File: config.mk
export PLATFORM = sky130hd
export DESIGN_NAME = core_irq_arbiter
export DESIGN_NICKNAME = d
export VERILOG_FILES = /design/src/rtl/cia_pkg.sv /design/src/rtl/cia_id_route.sv /design/src/rtl/cia_pick.sv /design/src/rtl/cia_seq.sv /design/src/rtl/core_irq_arbiter.sv
export SDC_FILE = /design/constraint.sdc
export NUM_CORES = 1
export LEC_CHECK = 0
export BUFFER_PORTS_ARGS = -buffer_cell sky130_fd_sc_hd__buf_2
export CAP_MARGIN = 20
export CORE_MARGIN = 2
export CORE_UTILIZATION = 45
export DETAILED_ROUTE_END_ITERATION = 8
export PLACE_DENSITY = 0.75
export REMOVE_ABC_BUFFERS = 1
export SYNTH_ARGS = -nofsm -noshare
export SYNTH_HDL_FRONTEND = slang
export SYNTH_SLANG_ARGS = --single-unit
File: constraint.sdc
create_clock -name clk -period 2.1 [get_ports clk]
set_clock_uncertainty 0.2 [all_clocks]
set_input_delay 0.525 -clock clk [delete_from_list [all_inputs] [get_ports clk]]
set_output_delay 0.525 -clock clk [all_outputs]
set_load 0.1 [all_outputs]
File: src/rtl/cia_pkg.sv
package cia_pkg;
  typedef enum logic [1:0] {
    OP_NONE  = 2'd0,
    OP_ACT   = 2'd1,
    OP_DEACT = 2'd2,
    OP_CLRP  = 2'd3
  } cmd_op_e;

  typedef enum logic [1:0] {
    CLS_PRIV,
    CLS_SHR,
    CLS_MSG,
    CLS_RSVD
  } id_class_e;

  typedef enum logic [2:0] {
    ST_IDLE,
    ST_CMD,
    ST_SHR,
    ST_PRV,
    ST_UPD
  } seq_state_e;

  localparam logic DST_PRV = 1'b0;
  localparam logic DST_SHR = 1'b1;
endpackage

File: src/rtl/cia_id_route.sv
module cia_id_route
  import cia_pkg::*;
#(
  parameter int ID_W      = 16,
  parameter int PRV_LIMIT = 32,
  parameter int RSVD_BASE = 1020,
  parameter int MSG_BASE  = 8192
) (
  input  logic [ID_W-1:0] id,
  output id_class_e       cls
);
  localparam logic [ID_W-1:0] LIM_PRV  = ID_W'(PRV_LIMIT);
  localparam logic [ID_W-1:0] LIM_RSVD = ID_W'(RSVD_BASE);
  localparam logic [ID_W-1:0] LIM_MSG  = ID_W'(MSG_BASE);

  always_comb begin
    if (id < LIM_PRV)       cls = CLS_PRIV;
    else if (id < LIM_RSVD) cls = CLS_SHR;
    else if (id >= LIM_MSG) cls = CLS_MSG;
    else                    cls = CLS_RSVD;
  end
endmodule

File: src/rtl/cia_pick.sv
module cia_pick #(
  parameter int ID_W   = 16,
  parameter int PRIO_W = 8
) (
  input  logic              a_vld,
  input  logic [ID_W-1:0]   a_id,
  input  logic [PRIO_W-1:0] a_prio,
  input  logic              b_vld,
  input  logic [ID_W-1:0]   b_id,
  input  logic [PRIO_W-1:0] b_prio,
  output logic              w_vld,
  output logic [ID_W-1:0]   w_id,
  output logic [PRIO_W-1:0] w_prio
);
  logic a_better;

  always_comb begin
    a_better = 1'b0;
    if (a_vld) begin
      if (!b_vld)                  a_better = 1'b1;
      else if (a_prio < b_prio)    a_better = 1'b1;
      else if (a_prio == b_prio)   a_better = (a_id < b_id);
    end
    w_vld  = a_vld | b_vld;
    w_id   = a_better ? a_id   : b_id;
    w_prio = a_better ? a_prio : b_prio;
  end
endmodule

File: src/rtl/cia_seq.sv
module cia_seq
  import cia_pkg::*;
(
  input  logic clk,
  input  logic rst_n,
  input  logic go,
  input  logic go_cmd,
  input  logic cmd_fire,
  input  logic kick,
  input  logic shr_done,
  input  logic prv_done,
  output logic idle,
  output logic shr_req,
  output logic prv_req,
  output logic upd
);
  seq_state_e st, st_nx;
  logic rerun, rerun_nx;

  always_comb begin
    st_nx    = st;
    rerun_nx = rerun;
    unique case (st)
      ST_IDLE: begin
        if (go)        st_nx = go_cmd ? ST_CMD : ST_SHR;
        else if (kick) st_nx = ST_SHR;
      end
      ST_CMD: if (cmd_fire) st_nx = ST_SHR;
      ST_SHR: begin
        if (kick) rerun_nx = 1'b1;
        if (shr_done) st_nx = ST_PRV;
      end
      ST_PRV: begin
        if (kick) rerun_nx = 1'b1;
        if (prv_done) st_nx = ST_UPD;
      end
      ST_UPD: begin
        st_nx    = (rerun || kick) ? ST_SHR : ST_IDLE;
        rerun_nx = 1'b0;
      end
      default: st_nx = ST_IDLE;
    endcase
  end

  always_ff @(posedge clk or negedge rst_n) begin
    if (!rst_n) begin
      st    <= ST_IDLE;
      rerun <= 1'b0;
    end else begin
      st    <= st_nx;
      rerun <= rerun_nx;
    end
  end

  assign idle    = (st == ST_IDLE);
  assign shr_req = (st == ST_SHR);
  assign prv_req = (st == ST_PRV);
  assign upd     = (st == ST_UPD);
endmodule

File: src/rtl/core_irq_arbiter.sv
module core_irq_arbiter
  import cia_pkg::*;
#(
  parameter int ID_W        = 16,
  parameter int PRIO_W      = 8,
  parameter int PRV_LIMIT   = 32,
  parameter int RSVD_BASE   = 1020,
  parameter int MSG_BASE    = 8192,
  parameter int SPURIOUS_ID = 1023
) (
  input  logic              clk,
  input  logic              rst_n,
  input  logic              shr_cand_vld,
  input  logic [ID_W-1:0]   shr_cand_id,
  input  logic [PRIO_W-1:0] shr_cand_prio,
  input  logic              prv_cand_vld,
  input  logic [ID_W-1:0]   prv_cand_id,
  input  logic [PRIO_W-1:0] prv_cand_prio,
  input  logic [PRIO_W-1:0] prio_mask,
  input  logic              src_kick,
  output logic              shr_scan_req,
  input  logic              shr_scan_done,
  output logic              prv_scan_req,
  input  logic              prv_scan_done,
  output logic              irq_out,
  input  logic              ack_vld,
  output logic              ack_rdy,
  output logic              ack_rsp_vld,
  input  logic              ack_rsp_rdy,
  output logic [ID_W-1:0]   ack_rsp_id,
  input  logic              eoi_vld,
  output logic              eoi_rdy,
  input  logic [ID_W-1:0]   eoi_id,
  output logic              cmd_vld,
  input  logic              cmd_rdy,
  output logic [1:0]        cmd_op,
  output logic              cmd_dst,
  output logic [ID_W-1:0]   cmd_id
);
  localparam logic [PRIO_W-1:0] PRIO_IDLE = '1;
  localparam logic [ID_W-1:0]   ID_SPUR   = ID_W'(SPURIOUS_ID);

  // winner record
  logic [ID_W-1:0]   rec_id;
  logic [PRIO_W-1:0] rec_prio;
  logic              rec_live;

  logic              pk_vld;
  logic [ID_W-1:0]   pk_id;
  logic [PRIO_W-1:0] pk_prio;

  logic      seq_idle, seq_upd;
  logic      ack_fire, eoi_fire, cmd_fire, go, need_cmd;
  id_class_e rec_cls, eoi_cls;
  cmd_op_e   nx_op;
  logic      nx_dst;
  logic [ID_W-1:0] nx_id;

  cia_pick #(.ID_W(ID_W), .PRIO_W(PRIO_W)) u_pick (
    .a_vld (shr_cand_vld), .a_id (shr_cand_id), .a_prio (shr_cand_prio),
    .b_vld (prv_cand_vld), .b_id (prv_cand_id), .b_prio (prv_cand_prio),
    .w_vld (pk_vld),       .w_id (pk_id),       .w_prio (pk_prio)
  );

  cia_id_route #(.ID_W(ID_W), .PRV_LIMIT(PRV_LIMIT), .RSVD_BASE(RSVD_BASE),
                 .MSG_BASE(MSG_BASE)) u_rec_route (.id(rec_id), .cls(rec_cls));

  cia_id_route #(.ID_W(ID_W), .PRV_LIMIT(PRV_LIMIT), .RSVD_BASE(RSVD_BASE),
                 .MSG_BASE(MSG_BASE)) u_eoi_route (.id(eoi_id), .cls(eoi_cls));

  cia_seq u_seq (
    .clk      (clk),
    .rst_n    (rst_n),
    .go       (go),
    .go_cmd   (need_cmd),
    .cmd_fire (cmd_fire),
    .kick     (src_kick),
    .shr_done (shr_scan_done),
    .prv_done (prv_scan_done),
    .idle     (seq_idle),
    .shr_req  (shr_scan_req),
    .prv_req  (prv_scan_req),
    .upd      (seq_upd)
  );

  assign rec_live = (rec_prio != PRIO_IDLE);
  assign irq_out  = rec_live && (rec_prio < prio_mask);

  assign ack_rdy  = seq_idle && !ack_rsp_vld;
  assign eoi_rdy  = seq_idle && !ack_vld;
  assign ack_fire = ack_vld && ack_rdy;
  assign eoi_fire = eoi_vld && eoi_rdy;
  assign cmd_fire = cmd_vld && cmd_rdy;
  assign go       = ack_fire || eoi_fire;

  // command selection by owning source
  always_comb begin
    nx_op  = OP_NONE;
    nx_dst = DST_PRV;
    nx_id  = rec_id;
    if (ack_fire) begin
      if (rec_live) begin
        unique case (rec_cls)
          CLS_PRIV: begin nx_op = OP_ACT;  nx_dst = DST_PRV; end
          CLS_SHR:  begin nx_op = OP_ACT;  nx_dst = DST_SHR; end
          CLS_MSG:  begin nx_op = OP_CLRP; nx_dst = DST_PRV; end
          default:  nx_op = OP_NONE;
        endcase
      end
    end else if (eoi_fire) begin
      nx_id = eoi_id;
      unique case (eoi_cls)
        CLS_PRIV: begin nx_op = OP_DEACT; nx_dst = DST_PRV; end
        CLS_SHR:  begin nx_op = OP_DEACT; nx_dst = DST_SHR; end
        default:  nx_op = OP_NONE;
      endcase
    end
  end

  assign need_cmd = (nx_op != OP_NONE);

  always_ff @(posedge clk or negedge rst_n) begin
    if (!rst_n) begin
      rec_id   <= ID_SPUR;
      rec_prio <= PRIO_IDLE;
    end else if (ack_fire) begin
      rec_prio <= PRIO_IDLE;
    end else if (seq_upd) begin
      rec_id   <= pk_vld ? pk_id   : ID_SPUR;
      rec_prio <= pk_vld ? pk_prio : PRIO_IDLE;
    end
  end

  always_ff @(posedge clk or negedge rst_n) begin
    if (!rst_n) begin
      ack_rsp_vld <= 1'b0;
      ack_rsp_id  <= ID_SPUR;
    end else if (ack_fire) begin
      ack_rsp_vld <= 1'b1;
      ack_rsp_id  <= rec_live ? rec_id : ID_SPUR;
    end else if (ack_rsp_rdy) begin
      ack_rsp_vld <= 1'b0;
    end
  end

  always_ff @(posedge clk or negedge rst_n) begin
    if (!rst_n) begin
      cmd_vld <= 1'b0;
      cmd_op  <= OP_NONE;
      cmd_dst <= DST_PRV;
      cmd_id  <= '0;
    end else if (go && need_cmd) begin
      cmd_vld <= 1'b1;
      cmd_op  <= nx_op;
      cmd_dst <= nx_dst;
      cmd_id  <= nx_id;
    end else if (cmd_fire) begin
      cmd_vld <= 1'b0;
    end
  end
endmodule

Yosys cells after proc, flatten, opt, wreduce, memory -nomap -nowiden:

Cells that the tools add are included.
W data, S select, Z words.

* logic and storage cells: 103
* flip-flop bits (word level): 65

* muxes and demuxes: 43
* order comparisons: 9
* reductions and logical operators: 25
* bitwise logic cells: 2
* equality and inequality tests: 14

Operators by type and width (number)
* $mux W16: 5
* $ge A16 B14 Y1 const B: 2
* $lt A16 B10 Y1 const B: 2
* $lt A16 B6 Y1 const B: 2
* $mux W8: 4
* $mux W2: 10
* $lt A16 B16 Y1: 1
* $lt A8 B8 Y1: 2
* $mux W1: 16
* $mux W3: 5
* $pmux W3 S5: 1
* $reduce_bool A2 Y1: 5
* $eq A8 B8 Y1: 1
* $ne A8 B8 Y1 const B: 1
* $logic_and A1 B1 Y1: 7
* $eq A3 B2 Y1 const B: 2
* $ne A2 B1 Y1 const B: 3
* $reduce_or A2 Y1: 3
* $eq A2 B1 Y1 const B: 2
* $logic_not A2 Y1: 2
* $pmux W2 S2: 1
* $reduce_and A2 Y1: 2
* $reduce_and A4 Y1: 1
* $eq A3 B1 Y1 const B: 1
* 10 further kinds: 12

Longest topological paths before layout:

Gate-level depths: netlist of the first run.

* depth in word-level cells: 13
* mapped depth: 9
* mapped depth without buffers: 8

Modules after synthesis:

A second synthesis of the first run with hierarchy kept.

* cell total of the unflattened synthesis: 404
* area, all modules: 4312.9 um2

By module, submodules not included
* core_irq_arbiter: sequential area each 1561.5 um2, area an instance 2905.3 um2, instances 1, cells an instance 247
* cia_pick: sequential area each 0.0 um2, area an instance 1003.5 um2, instances 1, cells an instance 109
* cia_seq: sequential area each 100.1 um2, area an instance 294.0 um2, instances 1, cells an instance 32
* cia_id_route: sequential area each 0.0 um2, area an instance 55.1 um2, instances 2, cells an instance 8

Worst setup path after synthesis of the first run:

OpenSTA, ideal clock, no wires.

* path type: input port to output port
* start point: in prio_mask[1]
* end point: out irq_out
* arrival: 2.990 ns
* stages: 7
* data required time: 1.375 ns
* slack: -1.615 ns
* path buffers: 0
* cell sequence: inv_1 ha_1 a21o_1 a21o_1 a211oi_1 o21bai_1 a31oi_1

* word-level cells in the longest chain between the ends: 2

RTL lines
* from (decl): RTL line core_irq_arbiter.sv:19 `input logic [PRIO_W-1:0] prio_mask,`
* $lt A8 B8 Y1: RTL line core_irq_arbiter.sv:87 `assign irq_out = rec_live && (rec_prio < prio_mask);`
* $logic_and A1 B1 Y1: RTL line core_irq_arbiter.sv:87
* to (decl): RTL line core_irq_arbiter.sv:25 `output logic irq_out,`

No other way between the ends.

Final worst setup path of the first run:

* start point: reg rec_prio[1]
* end point: out irq_out

* word-level cells in the longest chain between the ends: 2

RTL lines
* from (decl): RTL line core_irq_arbiter.sv:45 `logic [PRIO_W-1:0] rec_prio;`
* from (signal assigned): RTL line core_irq_arbiter.sv:130 `rec_prio <= pk_vld ? pk_prio : PRIO_IDLE;`
* $lt A8 B8 Y1 or $ne A8 B8 Y1 (tied branches): RTL line core_irq_arbiter.sv:87, core_irq_arbiter.sv:86
* $logic_and A1 B1 Y1 (*): RTL line core_irq_arbiter.sv:87

Every way passes the cells marked *; elsewhere a longest branch is shown, timed or not.

==> results.txt, run 1 <==
The highest net fanout along the worst path came out at 2. The most numerous cell type found on the critical path is a21o_1. The aggregate routed wire length is 11,800 um. The net count of the finished layout came out at 725. Summing the areas of all compound-gate instances in the mapped netlist gives 20.0% of the synthesized area. The share of the clock period used by the worst path after layout is 132%. The main combinational cell family by area after synthesis is compound AO/OA/AOI/OAI gates. Ranked by instance count, the synthesized netlist is headed by 42 x nand2_1, 37 x dfrtp_1, 34 x inv_1. The count of cells along the worst register-to-register path is 8. The via count of the first global-routing pass is 3,895. Headroom to the max-slew limit came out at 66.3%. The endpoint arrival time on the critical path came out at 2.06 ns. STA classifies the critical path endpoint as an output port.

Summed over all layers, the global routing overflow is 0. At the pin with the least slew margin, the transition time is 0.509 ns. The initial antenna violation count is 0. The average instance area after synthesis is 9.82 um^2. The number of buffers added on ports is 124.

TritonCTS created 9 clock buffers. In this run, synthesis produced a sequential element count of 65. The post-detailed-route wirelength per cell came out at 16.3 um. The global-route wire length before repair is 19,100 um.

The number of top-level pins came out at 125. Counting both buffers and inverters, the worst setup path holds a total of 1. The insertion delay of the later-clocked pin in the worst-skew pair is 0.34 ns. The launching element type of the critical path is a register.

The main flop type after synthesis is dfrtp_1. The mux contribution to synthesized area came out at 3.36%. The maximum cell stage delay along the critical path came out at 0.56 ns.

The data required time of the critical path came out at 1.37 ns. The count of non-filler cells in the finished layout came out at 722. The run finished, with violations left. The signal on the critical path passes through ha_4, a21o_1, a21o_1, a211oi_2, o21bai_1, a31oi_2, buf_12. The via-per-instance ratio came out at 5.43. The post-synthesis share of cell area spent on and, or, nand and nor gates came out at 17.9%. Setup repair after global routing could not meet its margin everywhere. The first routing iteration left 133 violations.

Prior to clock tree synthesis, the placed netlist has a worst setup slack of -0.694 ns. The chip height is 96.7 um. The checks that failed: setup timing. In the final layout, the share of cells above drive strength 1 is 57.1%. The share of synthesized area occupied by flip-flops and latches came out at 43.0%. The routed layout has 3,918 vias. For this run, the detailed router's first-pass iteration total came to 4. Of all flip-flops after synthesis, the portion carrying an async set or reset was 100%. The share of the synthesized area in the top cell type came out at 23.9%. The final routed DRC violation total is 0. The floorplan step set the die width to 96.7 um. Among cell families on the critical path, the largest total delay comes from compound AO/OA/AOI/OAI gates.

The area of the placeable core came out at 8260 um^2. The number of failing hold endpoints at the final stage is 0. The largest net degree at the start of global routing is 66.

By startpoint and endpoint, the worst setup path is classified as reg -> out. The clock sink count came out at 65. Once layout is complete, the utilization of the core stands at 74.9%. The antenna violation net count after detailed routing is 0. The diode insertion count for antenna repair came out at 0. The critical path starts at rec_prio[1]$_DFFE_PN1P_. The instance count after placement with tap cells included came out at 683. Across all setup checks in the final design, the least slack found is -0.681 ns. By area the synthesized netlist is led by dfrtp_1 24%, dfstp_2 19%, ha_1 9.7%, nand2_1 4.1%, mux2i_1 3.4%.

The worst min-delay path endpoint is ack_rsp_vld$_DFFE_PN0P_. TritonCTS built the clock tree. The total routing usage reported by global routing is 24.9%. The tool flagged a number of max-cap violations equal to 0. The area share of xor/xnor cells in the synthesized design came out at 0%. CTS placed an instance of clkbuf_8 at the clock tree root.

Clock-pin slew was measured on the worst setup and hold paths at 0.07 ns. Derived from the worst setup path, the maximum achievable clock frequency is 360 MHz. IR analysis of the VDD net gives a maximum drop of 741 uV.

The worst hold path belongs to the class in -> reg. The final-report setup violation count came out at 15. The worst register-to-register path ends at cmd_id[10]$_DFFE_PN0P_. The initial cell density of the core came out at 46.8%. The final estimated routing congestion in global placement came out at 0.892.

The yosys synthesis warning count is 0. The final HPWL from detailed placement is 8350 um. The slowest stage cell on the critical path is dfstp_2. In the synthesized netlist, the number of instances is 394.

The power density normalized to cell area came out at 1650 nW/um^2. The source of the worst hold timing path is ack_rsp_rdy. The instance count along the most critical hold path came out at 2. The cell area after synthesis is 3870 um^2. The placed standard-cell area is 5190 um^2. After routing the design area is 6190 um^2. Row generation in the floorplan step produced 33 rows.

The adder and majority cell fraction of the synthesized area came out at 9.71%. The final count of pins violating max slew came out at 0. The final worst hold slack is 0.151 ns. The synthesized design contains 0 enable-type register cells. The slack of the worst reg-to-reg path is -0.05 ns. The die area came out at 9350 um^2. The synthesis-to-layout area growth came out at 60.0%. In this run the critical register-to-register path is launched from rec_id[2]$_DFFE_PN1P_. The time the final worst path needs with I/O delays and setup is 2.78 ns. Counting distinct cell types in the post-synthesis netlist gives 53.

The cell with the most instances after synthesis is nand2_1. The synthesized design spends more area on one cell type than any other, namely dfrtp_1. The clock tree buffer depth came out at 2. The H-tree was split into 3 levels. The leakage dissipation came out at 0.00283 uW.
==> where the power goes <==
part | internal, uW | switching (uW) | total, uW
registers | 2030 | 467 | 2500
logic | 2150 | 4480 | 6630
clock network | 629 | 465 | 1090
total | 4810 | 5410 | 10200
==> how the worst max path moves through the flow <==
stage / endpoint / cells after the start
finish: irq_out / 7
global route: irq_out / 7
CTS: irq_out / 7
detailed placement: irq_out / 9
global placement: irq_out / 9
floorplan: cmd_dst$_DFFE_PN0P_ / 6
==> sequential cells by signal (all words and copies together), names as in the netlist, 2 cells and up <==
| name | count |
|---|---|
| cmd_op | 2 |
| rec_prio | 8 |
| cmd_id | 16 |
| ack_rsp_id | 16 |
| u_seq.st | 3 |
| rec_id | 16 |
==> kinds of logic (layout without fill, tap and decap cells) <==
logic type | count (synthesis) | in the layout
mux | 13 | 13
buf+inv | 53 | 274
fa+ha+maj | 30 | 30
compound gates | 108 | 109
flops | 65 | 65
simple gates | 125 | 126
==> worst register-to-register path, stage by stage (launching register included) <==
cell and delay, ns:
dfstp_2 0.57, nand4_1 0.15, o211ai_1 0.39, a21oi_4 0.13, nor2_4 0.20, buf_6 0.16
buf_6 0.10, nand2_1 0.07, o21ai_1 0.10
==> metrics by stage <==
| stage | power [uW] | TNS, ns |
|---|---|---|
| detailed placement | 8380 | -15.25 |
| finish | 10200 | -1.08 |
| floorplan | 6660 | -79.66 |
| CTS | 9810 | -1.07 |
| global placement | 8260 | -13.43 |
| global route | 10700 | -3.14 |
==> routing by layer <==
metal,GRT usage (%),wire [um],vias to the layer above
met5,0,0,-
met3,2.75,554,28
met4,10.3,358,0
li1,-,-,1892
met1,31.3,4760,1867
met2,43.4,6080,131
==> timing repair <==
item                       4_1_cts  5_1_grt
setup endpoints to repair       33       51
hold buffers                     1        0
resized for setup               58       84
setup buffers                    8       12
cloned                           3        1
hold endpoints to repair        25        0
pin swaps                       30       36
==> final cells by class <==
cell class              count  area (um^2)
inverters                  35          139
well taps                 105          131
clock inverters             1         5.00
flip-flops and latches     65         1660
multi-input cells         278         2420
repair buffers            223         1620
fillers                   559         2070
clock buffers              15          208
==> placed cells by master, fill, tap and decap left out, drive strengths merged, types with 2 or more instances in the layout <==
cell type and n:
or4 3, o311ai 2, dfstp 28, and4 2, dfrtp 37, a21oi 12, a22o 9, a31oi 9
mux2i 13, nand4 13, o221a 10, o21ai 36, nor3 14, a21o 3, nor2b 2, o211ai 11
clkbuf 15, and2 2, nand3 11, nand2 42, nor4 4, or3 2, ha 30, nand2b 12
o2111ai 2, buf 222, inv 35, o22a 10, nor2 13
(Power assumes the default switching activity.)
==> run 2, diff against run 1 <==
--- a/config.mk
+++ b/config.mk
@@ -5,6 +5,7 @@
 export SDC_FILE = /design/constraint.sdc
 export NUM_CORES = 1
 export LEC_CHECK = 0
+export ABC_CLOCK_PERIOD_IN_PS = 2400
 export BUFFER_PORTS_ARGS = -buffer_cell sky130_fd_sc_hd__buf_2
 export CAP_MARGIN = 20
 export CORE_MARGIN = 2
@@ -12,6 +13,7 @@
 export DETAILED_ROUTE_END_ITERATION = 8
 export PLACE_DENSITY = 0.75
 export REMOVE_ABC_BUFFERS = 1
+export SKIP_CTS_REPAIR_TIMING = 1
 export SYNTH_ARGS = -nofsm -noshare
 export SYNTH_HDL_FRONTEND = slang
 export SYNTH_SLANG_ARGS = --single-unit
==> constraint.sdc (replaced) <==
create_clock -name clk -period 2.4 [get_ports clk]
set_clock_uncertainty 0.2 [all_clocks]
set_input_delay 0.6 -clock clk [delete_from_list [all_inputs] [get_ports clk]]
set_output_delay 0.6 -clock clk [all_outputs]
set_load 0.1 [all_outputs]
==> run 2 against run 1 <==
Compared with the run above: the run still ends with setup timing left; first-iteration DRC count rose by 11%; combinational power fell by 19%; power shrank 17%; final cell count is 3.0% lower; worst hold slack lost 0.070 ns; die area did not move; via count down 4.7%; global-route usage decreased by 2.4 points; sequential cell count did not move; utilization down 8.5 points; sequential power decreased by 16%; count of clock-buffer cells in the layout is 2 lower; largest cell class unchanged.
==> results.txt, run 2 (same netlist as run 1, synthesis figures left out) <==
The via count of the first global-routing pass came out at 3,669 (-5.8%). The run finished, with violations left. The final worst hold slack is 0.0807 ns (-0.0699 ns).

The number of CTS-inserted buffers came out at 9 (unchanged). The count of routing violations after the opening detailed-route iteration was 147 (+11%). The switching power summed over all nets came out at 4500 uW (-17%).

The tightest min-delay check is of the in -> async type. The share of the clock period used by the worst path after layout came out at 121%. The share of total power in the clock network came out at 11.8% (+1.1 points). The number of fillers in the final layout is 690 (+23%). The element type at the critical path end is an output port.

The root buffer cell chosen for the clock tree is clkbuf_8. The count of cells along the worst register-to-register path came out at 8 (unchanged). The net count of the finished layout came out at 703 (-3.0%).

The largest vdd supply drop came out at 693 uV (-6.5%). The chip height came out at 96.7 um (unchanged). The insertion delay of the later-clocked pin in the worst-skew pair was 0.33 ns (about the same). The chip width came out at 96.7 um (unchanged). The net switching fraction of the power was 53.3% (+0.32 points). The area of the placeable core is 8260 um^2 (unchanged). The final design utilization was 66.4% (-8.5 points). The leakage dissipation is 0.00263 uW (-7.1%). The slowest stage of the critical path belongs to the cell dfstp_2.

The final HPWL from detailed placement is 8320 um (-0.32%). The reported max-cap violation count is 0 (unchanged). The pre-CTS setup slack came out at -0.562 ns (+0.131 ns). The via-per-instance ratio came out at 5.33 (-1.7%). The final design area excluding fillers is 5490 um^2 (-11%). The initial cell density of the core is 46.8% (unchanged).

The endpoint arrival time on the critical path is 2.11 ns (+0.05 ns). The global-route wire length before repair was 17,400 um (-8.8%). The worst slew margin relative to its limit came out at 65.3% (-1.0 points). The count of buffering cells on the critical path with inverters included is 1 (unchanged). The final routed DRC violation total came out at 0 (unchanged).

By instance count, the cell type seen most on the critical path is a21o_1. The aggregate routed wire length is 10,700 um (-9.1%). The share of post-route cells with drive strength above 1 came out at 46.1% (-11 points).

The die area came out at 9350 um^2 (unchanged). The post-route total power was 8450 uW (-17%). The vias after detailed routing came out at 3,733 (-4.7%). The number of failing hold endpoints at the final stage is 0 (unchanged). The largest net degree at the start of global routing came out at 66 (unchanged). The diode insertion count for antenna repair is 0 (unchanged).

The actual transition at the worst max-transition pin came out at 0.518 ns (+0.00907 ns). The number of standard-cell rows in the floorplan is 33 (unchanged). The clock-pin slew on the worst setup and hold paths came to 0.07 ns (about the same). The highest net fanout along the worst path came out at 2 (unchanged). TritonCTS built the clock tree. The power density normalized to cell area is 1540 nW/um^2 (-6.7%). The number of detailed-route iterations in the first pass is 5 (+1). The signal on the critical path passes through ha_4, a21o_1, a21o_1, a211oi_2, o21bai_1, a31oi_2, buf_12. The endpoint identified for the worst register-to-register timing path is u_seq.st[1]$_DFFE_PN0P_. The kind of cell with the highest combined delay on the critical path is compound AO/OA/AOI/OAI gates.

The H-tree depth reported by CTS is 3 (unchanged). The final critical-path setup slack was -0.513 ns (+0.167 ns). In the final layout, the registers with the most flip-flops are ack_rsp_id x16, cmd_id x16, rec_id x16. The final-report setup violation count is 1 (-14). The maximum cell stage delay along the critical path is 0.56 ns (about the same).

The most common cell after layout, fill and taps aside is buf_2. The worst register-to-register path begins at rec_prio[1]$_DFFE_PN1P_. The total routing usage reported by global routing came out at 22.5% (-2.4 points). The part of the total power dissipated in combinational logic came to 63.2% (-1.7 points). Leaving out fill and tap cells, the most frequent cells in the layout are 119 x buf_2, 75 x buf_4, 41 x nand2_1.

The routed design could run at a clock period as short as 2.91 ns. The worst setup path is launched from a register. The critical path is of the reg -> out type.

The post-detailed-route wirelength per cell came out at 15.3 um (-6.2%). The synthesis-to-layout area growth came out at 41.8%. The number of top-level pins came out at 125 (unchanged). Setup repair after global routing could not meet its margin everywhere. The number of buffers added on ports is 124 (unchanged). The total grt overflow came out at 0 (unchanged).

The final estimated routing congestion in global placement came to 0.902 (+1.1%). The internal power consumption is 3950 uW (-18%). The top achievable clock speed came out at 343 MHz. The antenna violation net count after detailed routing was 0 (unchanged). The checks that failed: setup timing.

The clock sink count is 65 (unchanged). The share of power burned in registers is 25.0% (+0.6 points). The initial antenna violation count is 0 (unchanged). The slack of the worst reg-to-reg path came out at 0.14 ns (+0.19 ns).

The clock tree buffer depth is 2 (unchanged). The data required time of the critical path came out at 1.60 ns (+0.23 ns). The final count of pins violating max slew was 0 (unchanged). The placed standard-cell area is 5180 um^2 (-0.14%).
==> run 2: changes by cell type in the layout (fill, tap and decap cells not counted), moves of 4 or more <==
cell     delta
ha_4       -13
o21ai_2     -7
inv_2       -9
inv_1      +12
nand2_1     +5
nand2_4     -4
o21ai_0     +6
buf_4       -5
ha_1       +13
buf_6      -28
buf_2      +15
==> run 2: worst reg2reg max path, delay by kind of cell, from the launching register on <==
family                 cells  cell delay (ns)
AOI/OAI and AO/OA          4             0.66
buffers and inverters      2             0.35
and+or+nand+nor            2             0.41
DFF                        1             0.56
==> run 2: layout make-up <==
cell class                 instances  area (um^2)  share of cell area [%]
clock buffer                      13          149                    2.71
clock inverter                     3         63.8                    1.16
inverter                          35          131                    2.40
multi-input combinational        277         2050                    37.3
sequential                        65         1660                    30.3
tap                              105          131                    2.40
timing repair buffer             202         1300                    23.7
==> run 2: worst max-delay path by stage <==
| stage | start | end | slack [ns] | cells past startpoint |
|---|---|---|---|---|
| detailed placement | prio_mask[1] | irq_out | -0.56 | 9 |
| floorplan | u_seq.st[1]$_DFFE_PN0P_ | cmd_dst$_DFFE_PN0P_ | -1.73 | 6 |
| global route | rec_prio[1]$_DFFE_PN1P_ | irq_out | -0.58 | 7 |
| finish | rec_prio[1]$_DFFE_PN1P_ | irq_out | -0.51 | 7 |
| CTS | rec_prio[1]$_DFFE_PN1P_ | irq_out | -0.68 | 7 |
| global placement | prio_mask[1] | irq_out | -0.48 | 9 |
==> run 2: per-layer routing <==
metal / vias to the layer above / global-route usage [%] / share of wire [%]
li1: 1843 / - / -
met1: 1751 / 30.1 / 43
met2: 123 / 37.9 / 50
met3: 16 / 3.03 / 5.0
met4: 0 / 7.26 / 1.7
met5: - / 0 / 0
==> run 2: power groups by stage <==
stage | Clock, uW | Sequential, uW | Combinational [uW]
2_1_floorplan | 0 | 4170 | 1670
3_3_place_gp | 0 | 2080 | 5180
3_5_place_dp | 0 | 2120 | 5250
4_1_cts | 1020 | 2100 | 5280
5_1_grt | 1070 | 2170 | 5620
6_report | 1000 | 2110 | 5340
==> run 2: per-stage QoR <==
stage / setup TNS [ns] / cells
floorplan: -60.61 / 376
global placement: -10.52 / 682
detailed placement: -11.69 / 682
CTS: -4.06 / 698
global route: -0.599 / 700
finish: -0.513 / 700
==> run 3, diff against run 2 <==
--- a/config.mk
+++ b/config.mk
@@ -5,13 +5,13 @@
 export SDC_FILE = /design/constraint.sdc
 export NUM_CORES = 1
 export LEC_CHECK = 0
-export ABC_CLOCK_PERIOD_IN_PS = 2400
+export ABC_CLOCK_PERIOD_IN_PS = 3200
 export BUFFER_PORTS_ARGS = -buffer_cell sky130_fd_sc_hd__buf_2
 export CAP_MARGIN = 20
 export CORE_MARGIN = 2
 export CORE_UTILIZATION = 45
 export DETAILED_ROUTE_END_ITERATION = 8
-export PLACE_DENSITY = 0.75
+export PLACE_DENSITY = 0.72
 export REMOVE_ABC_BUFFERS = 1
 export SKIP_CTS_REPAIR_TIMING = 1
 export SYNTH_ARGS = -nofsm -noshare
==> constraint.sdc (replaced) <==
create_clock -name clk -period 3.2 [get_ports clk]
set_clock_uncertainty 0.2 [all_clocks]
set_input_delay 0.8 -clock clk [delete_from_list [all_inputs] [get_ports clk]]
set_output_delay 0.8 -clock clk [all_outputs]
set_load 0.1 [all_outputs]
==> run 3 against run 2 <==
Compared with the run above: the run now ends clean; power down 30%; count of clock-buffer cells in the layout up 1; sequential cell count unchanged; worst setup slack better by 0.58 ns; wire length down 6.1%; utilization down 7.3 points; global-route usage down 0.71 points; critical endpoint unchanged; largest power group unchanged.
==> results.txt, run 3 (same netlist as run 1, synthesis figures left out) <==
The area of the placeable core is 8260 um^2 (unchanged). The diode insertion count for antenna repair came out at 0 (unchanged). The largest vdd supply drop is 468 uV (-32%). The internal power consumption came out at 2660 uW (-33%). The power density normalized to cell area came out at 1210 nW/um^2 (-21%). The share of power burned in registers was 28.8% (+3.8 points).

The final HPWL from detailed placement came to 7880 um (-5.3%). Setup repair after global routing could not meet its margin everywhere. The largest registers in the layout are ack_rsp_id x16, cmd_id x16, rec_id x16. The antenna violation net count after detailed routing is 0 (unchanged). The setup total negative slack came out at 0 ns (+0.513 ns).

By startpoint and endpoint, the worst setup path is classified as in -> out. The number of standard-cell rows in the floorplan is 33 (unchanged). The cell sitting at the root of the clock tree is a clkbuf_8. The count of buffering cells on the critical path with inverters included was 3 (+2). The final-report setup violation count is 0 (-1). The data required time of the critical path is 2.20 ns (+0.60 ns). The most numerous cell type found on the critical path is a21o_1. The highest net fanout along the worst path was 1 (-1). The number of fillers in the final layout came to 767 (+11%).

The chip height came out at 96.7 um (unchanged). The initial cell density of the core came out at 46.8% (unchanged). The switching power summed over all nets was 3260 uW (-28%). The chip width came to 96.7 um (unchanged).

The number of detailed-route iterations in the first pass is 4 (-1). The share of total power in the clock network came out at 13.3% (+1.5 points). The largest net degree at the start of global routing came to 32 (-52%).

The via count of the first global-routing pass was 3,479 (-5.2%). The flow ran to the end, and the final reports show no timing, DRC or antenna violations. The number of CTS-inserted buffers came out at 9 (unchanged). Grouping stages by cell kind, the critical path spends the most delay in compound AO/OA/AOI/OAI gates. The number of failing hold endpoints at the final stage came out at 0 (unchanged). The number of top-level pins is 125 (unchanged). The total grt overflow came out at 0 (unchanged). In the finished design, the share of the clock period the worst path needs comes to 97.9%. The via-per-instance ratio is 5.42 (+1.6%).

The net count of the finished layout came to 637 (-9.4%). The global-route wire length before repair is 16,800 um (-3.4%). The leakage dissipation came out at 0.00229 uW (-13%).

The library cell used most frequently in the layout, excluding fill and tap cells, is buf_2. Derived from the worst setup path, the maximum achievable clock frequency is 319 MHz. The share of post-route cells with drive strength above 1 is 38.2% (-7.9 points).

The clock sink count is 65 (unchanged). The H-tree depth reported by CTS is 3 (unchanged). The actual transition at the worst max-transition pin is 0.798 ns (+0.280 ns). The die area came out at 9350 um^2 (unchanged). The library cells used most frequently in the layout, excluding fill and tap cells, are 122 x buf_2, 42 x nand2_1, 37 x dfrtp_1. The synthesis-to-layout area growth is 26.2%. The final estimated routing congestion in global placement is 0.875 (-3.0%). STA classifies the critical path endpoint as an output port. The reported max-cap violation count is 0 (unchanged).

The CTS tree is yes. The insertion delay of the later-clocked pin in the worst-skew pair came out at 0.33 ns (about the same). The worst setup path is launched from an input pin. The post-route total power is 5920 uW (-30%).

The vias after detailed routing came out at 3,436 (-8.0%). Walking the worst path, the cells encountered are buf_6, inv_4, ha_4, a21o_1, a21o_1, a211oi_2, o21bai_1, a31oi_2, buf_12. In this run the worst hold path is classified as reg -> reg. The maximum cell stage delay along the critical path came out at 0.21 ns (-0.35 ns).

The net switching fraction of the power came out at 55.1% (+1.8 points). The initial antenna violation count is 0 (unchanged). The clock tree buffer depth is 2 (unchanged). The aggregate routed wire length is 10,000 um (-6.1%). The count of routing violations after the opening detailed-route iteration is 106 (-28%). The final worst hold slack came out at 0.281 ns (+0.201 ns).

The final count of pins violating max slew came to 0 (unchanged). The time the final worst path needs with I/O delays and setup is 3.13 ns. The final routed DRC violation total is 0 (unchanged). The slowest stage cell on the critical path is buf_12. The number of buffers added on ports is 124 (unchanged).

The endpoint arrival time on the critical path is 2.13 ns (+0.02 ns). The worst slew margin relative to its limit is 46.5% (-19 points). The clock-pin slew on the worst setup and hold paths was 0.07 ns (about the same). The part of the total power dissipated in combinational logic is 57.9% (-5.3 points). The total routing usage reported by global routing is 21.8% (-0.71 points). The post-detailed-route wirelength per cell was 15.8 um (+3.7%).
## run 3: cell types whose count changed in the layout (fill, tap and decap cells not counted), sizes merged
cell / delta
buf: -65
clkbuf: +1
clkinv: -1
o21ai: -1
## run 3: through the flow
step           instances  util (%)  setup slack, ns  cell area (um^2)
6_report             634      59.1           0.0673              4880
3_3_place_gp         618      56.0           -0.103              4630
4_1_cts              634      58.7           -0.165              4850
3_5_place_dp         618      56.0           -0.149              4630
5_1_grt              634      59.1         -0.00482              4880
2_1_floorplan        376         -            -1.09              3760
## run 3: power groups by stage
stage / combinational [uW] / sequential (uW) / clock (uW)
final: 3420 / 1710 / 787
after global routing: 3640 / 1770 / 832
after CTS: 3420 / 1700 / 798
after detailed placement: 3410 / 1710 / 0
after global placement: 3370 / 1690 / 0
after floorplan: 1260 / 3130 / 0
## run 3: area by class of cell
cell class	count	area (um^2)	share of cell area, %
inverter	35	134	2.74
sequential	65	1660	34.0
clock inverter	2	60.1	1.23
clock buffer	14	163	3.33
multi-input combinational	276	1990	40.8
tap	105	131	2.69
timing repair buffer	137	739	15.1
## run 3: worst paths after layout
| check | from | to | slack (ns) | cells past startpoint |
|---|---|---|---|---|
| hold reg to reg | cmd_id[9]$_DFFE_PN0P_ | cmd_id[9]$_DFFE_PN0P_ | 0.28 | 2 |
| hold / removal | cmd_id[9]$_DFFE_PN0P_ | cmd_id[9]$_DFFE_PN0P_ | 0.28 | 2 |
| min in group asynchronous | rst_n | ack_rsp_id[10]$_DFFE_PN0P_ | 0.31 | 1 |
| max in group asynchronous | rst_n | rec_id[5]$_DFFE_PN1P_ | 1.74 | 2 |
| setup / recovery | prio_mask[1] | irq_out | 0.07 | 9 |
| setup reg to reg | u_seq.st[1]$_DFFE_PN0P_ | cmd_dst$_DFFE_PN0P_ | 0.77 | 8 |
## run 3: worst reg2reg max path, stage by stage, from the launching register on
cell	delay (ns)
dfrtp_1	0.54
nor4_4	0.37
o211ai_1	0.14
buf_4	0.21
a21oi_1	0.26
nor2_2	0.12
buf_4	0.24
nand2_1	0.10
o311ai_0	0.11
## run 3: metal layers
layer  up-vias  wire [um]  track usage, %
met5         -          0               0
li1       1710          -               -
met3        20        416            2.82
met1      1611       4640            29.7
met2        95       4740            35.1
met4         0        242            9.10
